==> src/rtl/pwrseq_pkg.sv <==
package pwrseq_pkg;
  typedef enum logic [1:0] {
    PM_RUN  = 2'd0,
    PM_HALT = 2'd1,
    PM_STOP = 2'd2
  } pm_mode_e;
endpackage

==> src/rtl/pwrseq_sync.sv <==
module pwrseq_sync #(
  parameter int   STAGES  = 2,
  parameter logic RST_VAL = 1'b0
) (
  input  logic clk,
  input  logic arst_n,
  input  logic d,
  output logic q
);
  logic [STAGES-1:0] chain;

  always_ff @(posedge clk or negedge arst_n) begin
    if (!arst_n) chain <= {STAGES{RST_VAL}};
    else         chain <= {chain[STAGES-2:0], d};
  end

  assign q = chain[STAGES-1];
endmodule

==> src/rtl/pwrseq_timer.sv <==
module pwrseq_timer #(
  parameter int POR_TERM = 160
) (
  input  logic clk,
  input  logic arst_n,
  input  logic trig,
  input  logic tick,
  output logic busy
);
  localparam int CNT_W = (POR_TERM > 2) ? $clog2(POR_TERM) : 1;
  localparam logic [CNT_W-1:0] LAST = CNT_W'(POR_TERM - 1);

  logic [CNT_W-1:0] cnt;

  always_ff @(posedge clk or negedge arst_n) begin
    if (!arst_n) begin
      busy <= 1'b1;
      cnt  <= '0;
    end else if (trig) begin
      busy <= 1'b1;
      cnt  <= '0;
    end else if (busy && tick) begin
      if (cnt == LAST) begin
        busy <= 1'b0;
        cnt  <= '0;
      end else begin
        cnt <= cnt + 1'b1;
      end
    end
  end
endmodule

==> src/rtl/pwrseq_mode.sv <==
module pwrseq_mode
  import pwrseq_pkg::*;
#(
  parameter int         NIRQ     = 4,
  parameter logic [7:0] OPC_NOP  = 8'hFF,
  parameter logic [7:0] OPC_HALT = 8'h7F,
  parameter logic [7:0] OPC_STOP = 8'h6F
) (
  input  logic            clk,
  input  logic            arst_n,
  input  logic            force_run,
  input  logic            byp_set,
  input  logic            op_fire,
  input  logic [7:0]      opcode,
  input  logic [NIRQ-1:0] irq_pend,
  output pm_mode_e        mode,
  output logic            byp_q
);
  logic     flushed;
  pm_mode_e mode_nx;

  always_comb begin
    mode_nx = mode;
    if (force_run) begin
      mode_nx = PM_RUN;
    end else begin
      unique case (mode)
        PM_RUN: begin
          if (op_fire && flushed && opcode == OPC_HALT) mode_nx = PM_HALT;
          else if (op_fire && flushed && opcode == OPC_STOP) mode_nx = PM_STOP;
        end
        PM_HALT: if (|irq_pend) mode_nx = PM_RUN;
        PM_STOP: mode_nx = PM_STOP;
        default: mode_nx = PM_RUN;
      endcase
    end
  end

  always_ff @(posedge clk or negedge arst_n) begin
    if (!arst_n) begin
      mode    <= PM_RUN;
      flushed <= 1'b0;
      byp_q   <= 1'b0;
    end else begin
      mode  <= mode_nx;
      byp_q <= byp_set;
      if (force_run)    flushed <= 1'b0;
      else if (op_fire) flushed <= (opcode == OPC_NOP);
    end
  end
endmodule

==> src/rtl/pwrseq_ctrl.sv <==
module pwrseq_ctrl
  import pwrseq_pkg::*;
#(
  parameter int          POR_TERM    = 160,
  parameter int          NIRQ        = 4,
  parameter int          SYNC_STAGES = 2,
  parameter int          VEC_W       = 16,
  parameter logic [15:0] RESTART_VEC = 16'h000C
) (
  input  logic             clk,
  input  logic             arst_n,
  input  logic             rc_tick,
  input  logic             pwr_good,
  input  logic             ext_rst_n,
  input  logic             wdt_timeout,
  input  logic             stop_wake,
  input  logic             wake_delay_en,
  input  logic [NIRQ-1:0]  irq_pend,
  input  logic             op_valid,
  input  logic [7:0]       op_data,
  output logic             op_ready,
  output logic             core_rst,
  output logic             cpu_clk_en,
  output logic             osc_en,
  output logic [VEC_W-1:0] restart_vec
);
  logic     pg_s, pg_d, er_s;
  logic     pg_rise, trig, byp_set, force_run, busy, byp_q, in_stop;
  pm_mode_e mode;

  pwrseq_sync #(.STAGES(SYNC_STAGES), .RST_VAL(1'b0)) u_pg_sync (
    .clk(clk), .arst_n(arst_n), .d(pwr_good), .q(pg_s));

  pwrseq_sync #(.STAGES(SYNC_STAGES), .RST_VAL(1'b0)) u_er_sync (
    .clk(clk), .arst_n(arst_n), .d(ext_rst_n), .q(er_s));

  always_ff @(posedge clk or negedge arst_n) begin
    if (!arst_n) pg_d <= 1'b0;
    else         pg_d <= pg_s;
  end

  assign pg_rise   = pg_s & ~pg_d;
  assign in_stop   = (mode == PM_STOP);
  assign trig      = pg_rise | wdt_timeout | (stop_wake & in_stop & wake_delay_en);
  assign byp_set   = stop_wake & in_stop & ~wake_delay_en;
  assign force_run = trig | ~er_s | ~pg_s | byp_set;

  pwrseq_timer #(.POR_TERM(POR_TERM)) u_timer (
    .clk(clk), .arst_n(arst_n), .trig(trig), .tick(rc_tick), .busy(busy));

  pwrseq_mode #(.NIRQ(NIRQ)) u_mode (
    .clk(clk), .arst_n(arst_n), .force_run(force_run), .byp_set(byp_set),
    .op_fire(op_valid & op_ready), .opcode(op_data), .irq_pend(irq_pend),
    .mode(mode), .byp_q(byp_q));

  assign core_rst    = busy | ~er_s | ~pg_s | byp_q;
  assign cpu_clk_en  = (mode == PM_RUN) & ~core_rst;
  assign op_ready    = cpu_clk_en;
  assign osc_en      = ~in_stop;
  assign restart_vec = VEC_W'(RESTART_VEC);
endmodule

==> config.mk <==
export PLATFORM = sky130hd
export DESIGN_NAME = pwrseq_ctrl
export DESIGN_NICKNAME = d
export VERILOG_FILES = /design/src/rtl/pwrseq_pkg.sv /design/src/rtl/pwrseq_sync.sv /design/src/rtl/pwrseq_timer.sv /design/src/rtl/pwrseq_mode.sv /design/src/rtl/pwrseq_ctrl.sv
export SDC_FILE = /design/constraint.sdc
export NUM_CORES = 1
export LEC_CHECK = 0
export BUFFER_PORTS_ARGS = -buffer_cell sky130_fd_sc_hd__buf_4
export CAP_MARGIN = 10
export CORE_MARGIN = 3
export CORE_UTILIZATION = 47
export DETAILED_ROUTE_END_ITERATION = 7
export GPL_ROUTABILITY_DRIVEN = 0
export PLACE_DENSITY = 0.78
export SETUP_SLACK_MARGIN = 0.1
export SLEW_MARGIN = 25
export SYNTH_ARGS = -nofsm -noshare
export SYNTH_HDL_FRONTEND = slang
export SYNTH_SLANG_ARGS = --single-unit
==> constraint.sdc <==
create_clock -name clk -period 1.9 [get_ports clk]
set_input_delay 0.095 -clock clk [delete_from_list [all_inputs] [get_ports clk]]
set_output_delay 0.095 -clock clk [all_outputs]
set_load 0.1 [all_outputs]
==> Yosys cells after proc, flatten, opt, wreduce, memory -nomap -nowiden <==
Cells that the tools add are included.
{ "word_totals": {"out_inout_bits": 20, "in_bits": 21, "memories": 0, "latchBits": 0, "ram_bits": 0, "reg_bits": 18, "elab_cells": 61, "rom_bits": 0} }
{ "classes": {"n_reduce_logical": 11, "magnitude_cmp": 0, "shifts": 0, "multipliers": 0, "eq_ne": 8, "n_addsub": 1, "div": 0, "n_bitwise": 20, "muxes": 13} }
{ "ops": {"columns": ["cell", "count"], "rows": [
  ["8-bit 2-to-1 mux", 3],
  ["8-bit by 7-bit == test with 1-bit output, second input constant", 2],
  ["8-bit == test, second input constant", 2],
  ["8-bit by 1-bit adder with 8-bit output, second input constant", 1],
  ["2-bit 2-to-1 mux", 4],
  ["1-bit bitwise OR", 8],
  ["1-bit bitwise AND", 6],
  ["1-bit inverter", 6],
  ["2-bit one-hot mux with 3 select lines", 1],
  ["2-bit nonzero test", 3],
  ["1-bit 2-to-1 mux", 5],
  ["1-bit logical AND", 4],
  ["4-bit by 2-bit inequality test with 1-bit output, second input constant", 1],
  ["2-bit AND reduction", 2],
  ["4-bit OR reduction", 1],
  ["3-bit by 2-bit inequality test with 1-bit output, second input constant", 1],
  ["2-bit by 1-bit == test with 1-bit output, second input constant", 1],
  ["2-bit == test, second input constant", 1],
  ["2-bit logical NOT", 1]
]} }

==> Longest topological paths before layout <==
Gate-level depths: netlist of the first run.
{ "depth": {"word_depth": 13, "mapped_depth": 4, "ltp_nobuf": 4} }

==> Hierarchy <==
From an unflattened synthesis of the first run, not the netlist that was laid out.
{ "unflattened": {"hier_cells": 103, "area_unflattened_um2": 1019.7} }
{ "by_module_without_submodules": {"columns": ["mod", "area_per_inst_um2", "n_inst", "cells_per_inst", "seq_area_each_um2"], "rows": [
  ["pwrseq_timer", 462.9, 1, 47, 226.5],
  ["pwrseq_ctrl", 259.0, 1, 32, 25.0],
  ["pwrseq_mode", 197.7, 1, 20, 100.1],
  ["pwrseq_sync", 50.0, 2, 2, 50.0]
]} }

==> Least setup slack after synthesis of the first run <==
OpenSTA, ideal clock, no wires.
{ "synth_path": {"kind": "flip-flop to output port", "startpoint": "reg u_timer.busy", "endpoint": "out op_ready", "setup_slack_ps": -1818, "arrival_time_ps": 3623, "stages_incl_launch_ff": 5, "required_ps": 1805, "path_cell_list": "dfstp_2 and4bb_4 inv_2 nor3_1 buf_4"} }
{ "synth_via": {"elab_chain_cells": 5} }
{ "synth_rtl": {"columns": ["element", "line_no", "rtl"], "rows": [
  ["from (decl)", "pwrseq_timer.sv:8", "output logic busy"],
  ["from (signal assigned)", "pwrseq_timer.sv:17", "busy <= 1'b1;"],
  ["from (signal assigned)", "pwrseq_timer.sv:20", "busy <= 1'b1;"],
  ["from (signal assigned)", "pwrseq_timer.sv:24", "busy <= 1'b0;"],
  ["1-bit bitwise OR (3 in series)", "pwrseq_ctrl.sv:56", "assign core_rst = busy | ~er_s | ~pg_s | byp_q;"],
  ["net core_rst", "pwrseq_ctrl.sv:22", "output logic core_rst,"],
  ["1-bit inverter", "pwrseq_ctrl.sv:57", "assign cpu_clk_en = (mode == PM_RUN) & ~core_rst;"],
  ["1-bit bitwise AND", "pwrseq_ctrl.sv:57", null],
  ["to (decl)", "pwrseq_ctrl.sv:21", "output logic op_ready,"]
]} }
The timed path passes the listed nets, and every way through them passes these cells.

==> Final worst setup path of the first run <==
{ "layout_path": {"startpoint": "reg u_timer.busy", "endpoint": "out op_ready"} }
{ "layout_via": {"elab_chain_cells": 5} }
{ "layout_rtl": {"columns": ["element", "line_no"], "rows": [
  ["1-bit bitwise OR (3 in series)", "pwrseq_ctrl.sv:56"],
  ["1-bit inverter", "pwrseq_ctrl.sv:57"],
  ["1-bit bitwise AND", "pwrseq_ctrl.sv:57"]
]} }
No other way between the ends.

==> summary.md, run 1 <==
| Metric | Value |
|---|---|
| Status | `finished clean` |
| Slew Viols, Final | `0` |
| Largest area contributor in the netlist | `dfrtp_1` |
| Vias per std cell | `roughly 5.3` |
| Top cell family by delay on the critical path | `simple AND/OR/NAND/NOR gates` |
| Highest Signal Layer | `met4` |
| Combinational share of power | `0.249` |
| Number of buffers added on ports | `24` |
| First-pass GRT wire length | `3.346 mm` |
| Tmin final | `1.725 ns` |
| Resized cells post-CTS | `0` |
| Synth async-reset ratio | `1.000` |
| Hpwl dp | `1.553 mm` |
| DRT met1 WL | `785 µm` |
| Worst IR Drop VDD | `0.4250 mV` |
| Number of antenna-violating nets in the routed design | `0` |
| Crit path buf inv count | `2` |
| Clock transition at path regs | `0.09 ns` |
| Met3 wire length | `105 µm` |
| Slowest cell on the critical path | `dfstp_2` |
| Worst Hold Class | `in -> reg` |
| Avg Cell Area, Syn | `10.15 µm²` |
| Final period utilization | `0.9077` |
| # diodes | `0` |
| Core area | `2002 µm²` |
| CP required | `between 1.5 and 2 ns` |
| Distinct cell type count after synthesis | `37` |
| CTS tree | `built` |
| Non-filler cells, final | `156` |
| Total power divided by cell area | `between 600 and 700 nW/µm²` |
| Die width | `52.47 µm` |
| Initial antenna violation count | `0` |
| Chip height | `between 50 and 60 µm` |
| Clock network fraction of total power | `0.274` |
| Yosys reg bits | `18` |
| Hold Vio Cnt, Final | `0` |
| Total gr overflow | `0` |
| Final wirelength | `between 1.5 and 2 mm` |
| Post-synth top area share | `0.4192` |
| CTS Buf Count | `3` |
| Max incr delay on CP | `0.41 ns` |
| Setup Skew | `between 0.002 and 0.003 ns` |
| RSZ-0062 raised after global routing | `true` |
| Crit-path cells | `and4bb_4, inv_8, nor3_4, buf_4` |
| DIE AREA | `2753 µm²` |
| Via count | `823` |
| Area growth, synth to finish | `23.06%` |
| Primary FF master, synth | `dfrtp_1` |
| Sequential share of the synthesized area | `0.4451` |
| Initial Util | `0.5069` |
| Clock Latency Late Sink | `0.29 ns` |
| Total track usage | `0.1658` |
| Met2 wire length | `1.039 mm` |
| # setup viols final | `0` |
| Clk buf depth | `2` |
| Final Core Density | `0.6238` |
| Worst setup EP type | `output pin` |
| Share of layout cells above drive strength 1 | `0.2868` |
| Top cells by count, synth | `17 x buf_4, 17 x dfrtp_1, 6 x a21oi_1, 6 x nand4_1, 5 x inv_1` |
| Crit Path Class | `reg -> out` |
| Synth Warn # | `0` |
| Mapped Area | `1015 µm²` |
| Fmax | `0.5798 GHz` |
| Switching Fraction | `0.3397` |
| Placed Cells incl. Taps | `148` |
| P_int | `0.0005490 W` |
| Clock sink total | `18` |
| Final net count | `about 150` |
| Routed WL per cell | `approximately 13 µm` |
| Cell Rows | `16` |
| Initial DRC Count | `6` |
| Root Buffer | `clkbuf_4` |
| CTS H-tree depth | `1` |
| DR pass1 iterations | `4` |
| Synth Instances | `100` |
| Pleak | `0.5627 nW` |
| Psw | `0.0002824 W` |
| Largest net degree at the start of global routing | `19` |
| Number of enable flip-flop cells after synthesis | `0` |
| Vias in the first global route | `792` |
| Crit Path Max Fanout | `7` |
| Worst setup SP type | `flip-flop` |
| Max_cap viols | `0` |
| Area contributors post-synth | `dfrtp_1 42%, buf_4 13%, nand4_1 3.7%` |
| DRC errors left | `0` |
| Total power draw | `0.0008314 W` |
| Worst path arrival time | `1.63 ns` |
| Sequential share of power | `0.477` |
| I/O pins | `41` |
==> what timing repair did <==
| action | CTS | global route |
|---|---|---|
| hold endpoints to repair | 21 | 0 |
| hold buffers | 4 | 0 |
| endpoints found under the setup margin | 0 | 2 |
| setup buffers | 0 | 0 |
==> power by group through the flow <==
stage                     Combinational, W  Sequential [W]  Clock [W]
after floorplan                   0.000181        0.000403          0
after global placement            0.000197        0.000404          0
after detailed placement          0.000200        0.000404          0
after CTS                         0.000207        0.000397   0.000239
after global routing              0.000217        0.000398   0.000252
final                             0.000207        0.000397   0.000228
==> cells by family after synthesis <==
logic type	Yosys count	synth area share
buffers and inverters	23	0.1480
other	2	0.007401
xor gates and xnor gates	2	0.01727
adders and majority gates	1	0.01233
DFF	18	0.4451
and+or+nand+nor	37	0.2516
AOI/OAI and AO/OA	17	0.1184
==> tightest hold or removal path, cell delays in order <==
cell      delay [ns]
buf_4           0.08
nor4_1          0.03
nand3b_1        0.07
a21oi_1         0.06
==> through the flow <==
step	setup slack [ns]	area, µm²	setup TNS [ns]	hold slack [ns]
after floorplan	-0.1814	1099	-0.1814	-0.2006
after global placement	0.4303	1172	0	-0.02750
after detailed placement	0.4031	1172	0	-0.02812
after CTS	0.1484	1249	0	0.06043
after global routing	0.08906	1249	0	0.08262
final	0.1753	1249	0	0.07147
==> registers in the layout (all words and copies together), names as in the netlist <==
| name | cells |
|---|---|
| u_timer.cnt | 8 |
| u_er_sync.chain | 2 |
| u_mode.mode | 2 |
| u_pg_sync.chain | 2 |
| pg_d | 1 |
| u_mode.byp_q | 1 |
| u_mode.flushed | 1 |
| u_timer.busy | 1 |
==> cells in the final DEF (no fill, tap or decap), drive strengths merged, types with 4 or more instances in the layout <==
master        n
nand2         4
nand4         6
conb         16
buf          24
dfrtp        17
clkbuf        4
a21oi         6
nand3         4
inv           6
dlygate4sd3   4
==> final timing paths <==
check,endpoint,start,slack [ns],depth (start not counted)
setup / recovery,op_ready,u_timer.busy,0.18,4
hold / removal,u_mode.mode[0],irq_pend[2],0.07,4
setup reg to reg,u_timer.cnt[7],u_timer.busy,0.38,3
hold reg to reg,u_pg_sync.chain[1],u_pg_sync.chain[0],0.36,0
max in group asynchronous,u_timer.busy,arst_n,1.45,2
min in group asynchronous,u_mode.mode[0],arst_n,0.19,2
==> routing by layer <==
layer / global-route usage / vias up
met5: 0 / -
met4: 0.05532 / 0
met3: 0.06268 / 4
met2: 0.2913 / 23
met1: 0.1808 / 404
li1: - / 392
==> layout make-up <==
class,instances,area [µm²]
inverters,6,30.03
fillers,176,753.2
well taps,27,33.78
clock buffers,4,36.28
multi-input cells,73,476.7
repair buffers,28,220.2
flip-flops and latches,18,451.7
Note: power is estimated with default switching activity, not from simulation.
==> run 2, diff against run 1 <==
SETUP_SLACK_MARGIN = 0.4   (was 0.1)
==> run 2 against run 1 <==
- final cell count grew 1.3%
- count of clock-buffer cells in the layout did not move
- critical path type unchanged
- via count fell by 0.85%
- largest power group unchanged
==> summary.md, run 2 (synthesized netlist as in run 1, its figures left out) <==
| Metric | Value |
|---|---|
| Status | `finished clean (unchanged)` |
| HP Start | `irq_pend[2] (unchanged)` |
| Number of buffers added on ports | `24 (unchanged)` |
| Worst hold path depth | `4 (unchanged)` |
| Final period utilization | `0.8687 (was 0.9077)` |
| Total gr overflow | `0 (unchanged)` |
| Via count | `816 (was 823)` |
| Clk buf depth | `2 (unchanged)` |
| R2R depth | `4 (was 3)` |
| RR Endpoint | `u_timer.cnt[7] (unchanged)` |
| Worst hold endpoint | `u_mode.mode[0] (unchanged)` |
| DR pass1 iterations | `3 (was 4)` |
| # diodes | `0 (unchanged)` |
| Max_cap viols | `0 (unchanged)` |
| CP required | `1.80 ns (about the same)` |
| Total power divided by cell area | `627.1 nW/µm² (was 665.8 nW/µm²)` |
| Setup Skew | `0.003864 ns (was 0.002699 ns)` |
| Setup TNS | `0 ns (unchanged)` |
| Share of layout cells above drive strength 1 | `0.3130 (was 0.2868)` |
| Fmax | `0.6059 GHz (was 0.5798 GHz)` |
| Number of antenna-violating nets in the routed design | `0 (unchanged)` |
| Worst IR Drop VDD | `0.4106 mV (was 0.4250 mV)` |
| Initial DRC Count | `5 (was 6)` |
| Clock Latency Late Sink | `0.29 ns (about the same)` |
| Vias in the first global route | `812 (was 792)` |
| First-pass GRT wire length | `3.401 mm (was 3.346 mm)` |
| DIE AREA | `2753 µm² (unchanged)` |
| Final wirelength | `2.062 mm (was 1.973 mm)` |
| Worst setup EP type | `output pin (unchanged)` |
| Clock network fraction of total power | `0.274 (about the same)` |
| Tmin final | `1.651 ns (was 1.725 ns)` |
| Largest register FFs | `8 (unchanged)` |
| Top reg by flops | `u_timer.cnt (unchanged)` |
| Chip height | `52.47 µm (unchanged)` |
| Worst R2R Setup Slack | `0.38 ns (about the same)` |
| Most frequent cells in the layout | `23 x buf_4, 17 x dfrtp_1, 16 x conb_1, 6 x nand4_1, 6 x a21oi_1 (was 24 x buf_4, 17 x dfrtp_1, 16 x conb_1, 6 x nand4_1, 6 x a21oi_1)` |
| Worst setup SP type | `flip-flop (unchanged)` |
| Clock sink total | `18 (unchanged)` |
| Clock transition at path regs | `0.10 ns (was 0.09 ns)` |
| Switching Fraction | `0.3425 (was 0.3397)` |
| Total track usage | `0.1695 (was 0.1658)` |
| Area growth, synth to finish | `31.69% (was 23.06%)` |
| Vias per std cell | `5.165 (was 5.276)` |
| Core area | `2002 µm² (unchanged)` |
| Root Buffer | `clkbuf_4 (unchanged)` |
| Psw | `0.0002870 W (was 0.0002824 W)` |
| Hold Vio Cnt, Final | `0 (unchanged)` |
| Die width | `52.47 µm (unchanged)` |
| Commonest non-fill, non-tap cell in the layout | `buf_4 (unchanged)` |
| CTS Buf Count | `3 (unchanged)` |
| # setup viols final | `0 (unchanged)` |
| Combinational share of power | `0.252 (was 0.249)` |
| Worst path arrival time | `1.56 ns (was 1.63 ns)` |
| Post-Place Worst Slack | `0.4031 ns (unchanged)` |
| I/O pins | `41 (unchanged)` |
| Final worst setup slack | `0.2495 ns (was 0.1753 ns)` |
| Cell Rows | `16 (unchanged)` |
| Crit Path Max Fanout | `5 (was 7)` |
| Pleak | `0.6031 nW (was 0.5627 nW)` |
| Total power draw | `0.0008380 W (was 0.0008314 W)` |
| Hpwl dp | `1.553 mm (unchanged)` |
| Initial antenna violation count | `0 (unchanged)` |
| Largest net degree at the start of global routing | `19 (unchanged)` |
| Final net count | `154 (was 152)` |
| Worst r2r src | `u_timer.busy (unchanged)` |
| CTS tree | `built (unchanged)` |
| Slew Viols, Final | `0 (unchanged)` |
| Routed WL per cell | `13.05 µm (was 12.65 µm)` |
| RSZ-0062 raised after global routing | `true (unchanged)` |
| P_int | `0.0005510 W (was 0.0005490 W)` |
| DRC errors left | `0 (unchanged)` |
| CTS H-tree depth | `1 (unchanged)` |
| Worst Hold Class | `in -> reg (unchanged)` |
| Crit Path Class | `reg -> out (unchanged)` |
| Initial Util | `0.5069 (unchanged)` |
| Sequential share of power | `0.474 (was 0.477)` |
## run 2: changes by cell type in the layout (fill, tap and decap cells not counted), sizes merged
cell	delta
buf	+2
## run 2: metal layers
metal,routed length [µm],up-vias,share of wire,GRT usage
met4,43,0,0.021,0.05532
met5,0,-,0,0
met1,834,394,0.40,0.1830
li1,-,394,-,-
met2,1081,22,0.52,0.3017
met3,103,6,0.050,0.06268
## run 2: final cells by class
cell class	count	area, µm²
Timing Repair Buffer	30	272.8
Sequential cell	18	451.7
Fill cell	170	665.6
Multi-Input combinational cell	73	511.7
Tap cell	27	33.78
Inverter	6	30.03
Clock buffer	4	36.28
## run 2: how the worst max path moves through the flow
stage	start	to	slack, ns	cells past startpoint
global route	u_timer.busy	op_ready	0.17	4
floorplan	u_timer.busy	op_ready	-0.18	4
global placement	u_timer.busy	u_timer.cnt[7]	0.43	3
detailed placement	u_timer.busy	u_timer.cnt[7]	0.40	3
finish	u_timer.busy	op_ready	0.25	4
CTS	u_timer.busy	op_ready	0.23	4
## run 2: power groups by stage
stage               Combinational, W  Clock, W  Sequential (W)
floorplan                   0.000181         0        0.000403
global placement            0.000197         0        0.000404
detailed placement          0.000200         0        0.000404
CTS                         0.000207  0.000239        0.000397
global route                0.000221  0.000253        0.000398
finish                      0.000211  0.000230        0.000397
## run 2: critical path, cell delays in order, from the launching register on
cell and delay [ns]:
dfstp_2 0.38, and4bb_4 0.40, inv_8 0.04, nor3_4 0.22, buf_12 0.21
## run 2: stage by stage
stage          utilization  instance area [µm²]  instances  hold WS, ns
4_1_cts             0.6494                 1300        157      0.06043
3_3_place_gp        0.5856                 1172        148     -0.02750
5_1_grt             0.6675                 1336        158      0.07853
6_report            0.6675                 1336        158      0.06685
3_5_place_dp        0.5856                 1172        148     -0.02812
2_1_floorplan            -                 1099        114      -0.2006
## run 2: timing repair
item / in CTS / in global routing
gates resized for setup: 9 / 5
pin swaps: 3 / 3
setup buffers: 1 / 1
endpoints found under the setup margin: 5 / 12
hold buffers: 4 / 0
endpoints found under the hold margin: 21 / 0
==> run 3, diff against run 2 <==
CTS_BUF_LIST = sky130_fd_sc_hd__clkbuf_16   (was default)
GPL_ROUTABILITY_DRIVEN = default   (was 0)
==> run 3 against run 2 <==
- highest routed layer unchanged
- register-to-register slack worse by 0.08 ns
- non-clock buffer count up 2
- core utilization up 2.3 points
- design area up 3.5%
- clock power up 79%
- via count up 2.5%
- largest power group is now clock
- clock skew down 0.0014 ns
- critical path depth unchanged
- count of clock-buffer cells in the layout down 1
- largest cell class unchanged
==> summary.md, run 3 (synthesized netlist as in run 1, its figures left out) <==
| Metric | Value |
|---|---|
| Clock transition at path regs | `0.05 ns (was 0.10 ns)` |
| Hold Vio Cnt, Final | `0 (unchanged)` |
| Worst path arrival time | `1.75 ns (was 1.56 ns)` |
| Placement Cell Area | `1172 µm² (unchanged)` |
| Slowest cell on the critical path | `dfstp_2 (was and4bb_4)` |
| Initial antenna violation count | `0 (unchanged)` |
| Tmin final | `1.599 ns (was 1.651 ns)` |
| Top reg by flops | `u_timer.cnt (unchanged)` |
| Final period utilization | `0.8418 (was 0.8687)` |
| Vias in the first global route | `798 (was 812)` |
| Initial Util | `0.5069 (unchanged)` |
| I/O pins | `41 (unchanged)` |
| # setup viols final | `0 (unchanged)` |
| Routed WL per cell | `13.24 µm (was 13.05 µm)` |
| Pleak | `0.6233 nW (was 0.6031 nW)` |
| Worst setup SP type | `flip-flop (unchanged)` |
| DRC errors left | `0 (unchanged)` |
| Crit Path Class | `reg -> reg (was reg -> out)` |
| Total gr overflow | `0 (unchanged)` |
| Clock sink total | `18 (unchanged)` |
| Most frequent cells in the layout | `26 x buf_4, 17 x dfrtp_1, 16 x conb_1, 6 x nand4_1, 6 x a21oi_1 (was 23 x buf_4, 17 x dfrtp_1, 16 x conb_1, 6 x nand4_1, 6 x a21oi_1)` |
| Crit Path Max Fanout | `6 (was 5)` |
| Largest net degree at the start of global routing | `19 (unchanged)` |
| Hpwl dp | `1.553 mm (unchanged)` |
| Setup TNS | `0 ns (unchanged)` |
| Root Buffer | `clkbuf_16 (was clkbuf_4)` |
| Area growth, synth to finish | `36.25% (was 31.69%)` |
| DIE AREA | `2753 µm² (unchanged)` |
| Crit-path cells | `buf_4, nand3_4, or4_1, a211oi_2 (was and4bb_4, inv_8, nor3_4, buf_12)` |
| Die width | `52.47 µm (unchanged)` |
| Crit path buf inv count | `1 (was 2)` |
| First-pass GRT wire length | `3.408 mm (was 3.401 mm)` |
| # diodes | `0 (unchanged)` |
| Routability congestion estimate from global placement | `0.7376` |
| Clk buf depth | `2 (unchanged)` |
| Cell Rows | `16 (unchanged)` |
| Core area | `2002 µm² (unchanged)` |
| Chip height | `52.47 µm (unchanged)` |
| Share of layout cells above drive strength 1 | `0.3233 (was 0.3130)` |
| Worst Hold Class | `in -> reg (unchanged)` |
| Top cell family by delay on the critical path | `flip-flops (was simple AND/OR/NAND/NOR gates)` |
| Max_cap viols | `0 (unchanged)` |
| Status | `finished clean (unchanged)` |
| Clock Latency Late Sink | `0.25 ns (was 0.29 ns)` |
| Total power divided by cell area | `738.0 nW/µm² (was 627.1 nW/µm²)` |
| Final net count | `156 (was 154)` |
| Largest register FFs | `8 (unchanged)` |
| Worst setup EP type | `flip-flop (was output pin)` |
| Setup Skew | `0.002474 ns (was 0.003864 ns)` |
| Fmax | `0.6252 GHz (was 0.6059 GHz)` |
| Slew Viols, Final | `0 (unchanged)` |
| Final wirelength | `2.119 mm (was 2.062 mm)` |
| CTS Buf Count | `3 (unchanged)` |
| Vias per std cell | `5.225 (was 5.165)` |
| CP required | `2.05 ns (was 1.80 ns)` |
| Number of buffers added on ports | `24 (unchanged)` |
| Via count | `836 (was 816)` |
| Initial DRC Count | `12 (was 5)` |
| RSZ-0062 raised after global routing | `true (unchanged)` |
| CTS tree | `built (unchanged)` |
| CTS H-tree depth | `1 (unchanged)` |
| Commonest non-fill, non-tap cell in the layout | `buf_4 (unchanged)` |
| DR pass1 iterations | `4 (was 3)` |
| Max incr delay on CP | `0.57 ns (was 0.40 ns)` |
| Total track usage | `0.1688 (was 0.1695)` |
| Final instance area | `1383 µm² (was 1336 µm²)` |
| Final Core Density | `0.6906 (was 0.6675)` |
| Number of antenna-violating nets in the routed design | `0 (unchanged)` |
| Worst IR Drop VDD | `0.6539 mV (was 0.4106 mV)` |
==> run 3: changes by cell type in the layout (fill, tap and decap cells not counted) <==
cell / previous run / this run
dlygate4sd3_1: 4 / 3
buf_4: 23 / 26
clkbuf_8: 1 / 0
buf_12: 3 / 2
clkbuf_4: 3 / 0
clkbuf_16: 0 / 3
clkinv_1: 0 / 1
buf_6: 0 / 1
==> run 3: path summary, 6_finish.rpt <==
path                                    startpoint  slack [ns]            endpoint  cells after the start
max in group asynchronous                   arst_n        1.40        u_timer.busy                      2
worst max register to register        u_timer.busy        0.30      u_timer.cnt[5]                      4
min in group asynchronous                   arst_n        0.25      u_mode.mode[0]                      2
worst min register to register  u_pg_sync.chain[0]        0.35  u_pg_sync.chain[1]                      0
worst min-delay path                 wake_delay_en       0.007        u_mode.byp_q                      2
worst max-delay path                  u_timer.busy        0.30      u_timer.cnt[5]                      4
==> run 3: layout make-up <==
| class | instances | area [µm²] |
|---|---|---|
| multi-input cells | 73 | 511.7 |
| clock buffers | 3 | 75.07 |
| clock inverters | 1 | 3.754 |
| inverters | 6 | 30.03 |
| flip-flops and latches | 18 | 451.7 |
| repair buffers | 32 | 276.5 |
| well taps | 27 | 33.78 |
| fillers | 153 | 619.3 |
==> run 3: what timing repair did <==
| item | in CTS | in global routing |
|---|---|---|
| setup endpoints to repair | 4 | 10 |
| resized for setup | 6 | 6 |
| endpoints found under the hold margin | 20 | 0 |
| pin swaps | 1 | 6 |
| setup buffers | 2 | 3 |
| hold buffers | 3 | 0 |
==> run 3: through the flow <==
step,power (W),worst slack [ns],hold slack [ns],instances
2_1_floorplan,0.0005837,-0.1814,-0.2006,114
3_3_place_gp,0.0006012,0.4303,-0.02750,148
3_5_place_dp,0.0006046,0.4031,-0.02812,148
4_1_cts,0.001022,0.2981,0.005917,157
5_1_grt,0.001056,0.2503,0.009954,160
6_report,0.001020,0.3006,0.007243,160
==> run 3: worst register-to-register path: cells and delay by family, from the launching register on <==
family	cells	cell delay [ns]
flops	1	0.57
compound gates	1	0.28
buf+inv	1	0.13
simple gates	2	0.53
==> run 3: power by group <==
group | internal, W | leakage (nW) | switching (W)
sequential | 0.000392 | 0.236 | 0.00000619
combinational | 0.0000416 | 0.349 | 0.000168
clock | 0.000279 | 0.0385 | 0.000133
==> run 3: per-layer routing <==
metal  vias to the layer above  track usage  share of wire
li1                        398            -              -
met1                       408       0.1899           0.41
met2                        24       0.2851           0.52
met3                         6      0.05413          0.050
met4                         0      0.08085          0.026
met5                         -            0              0
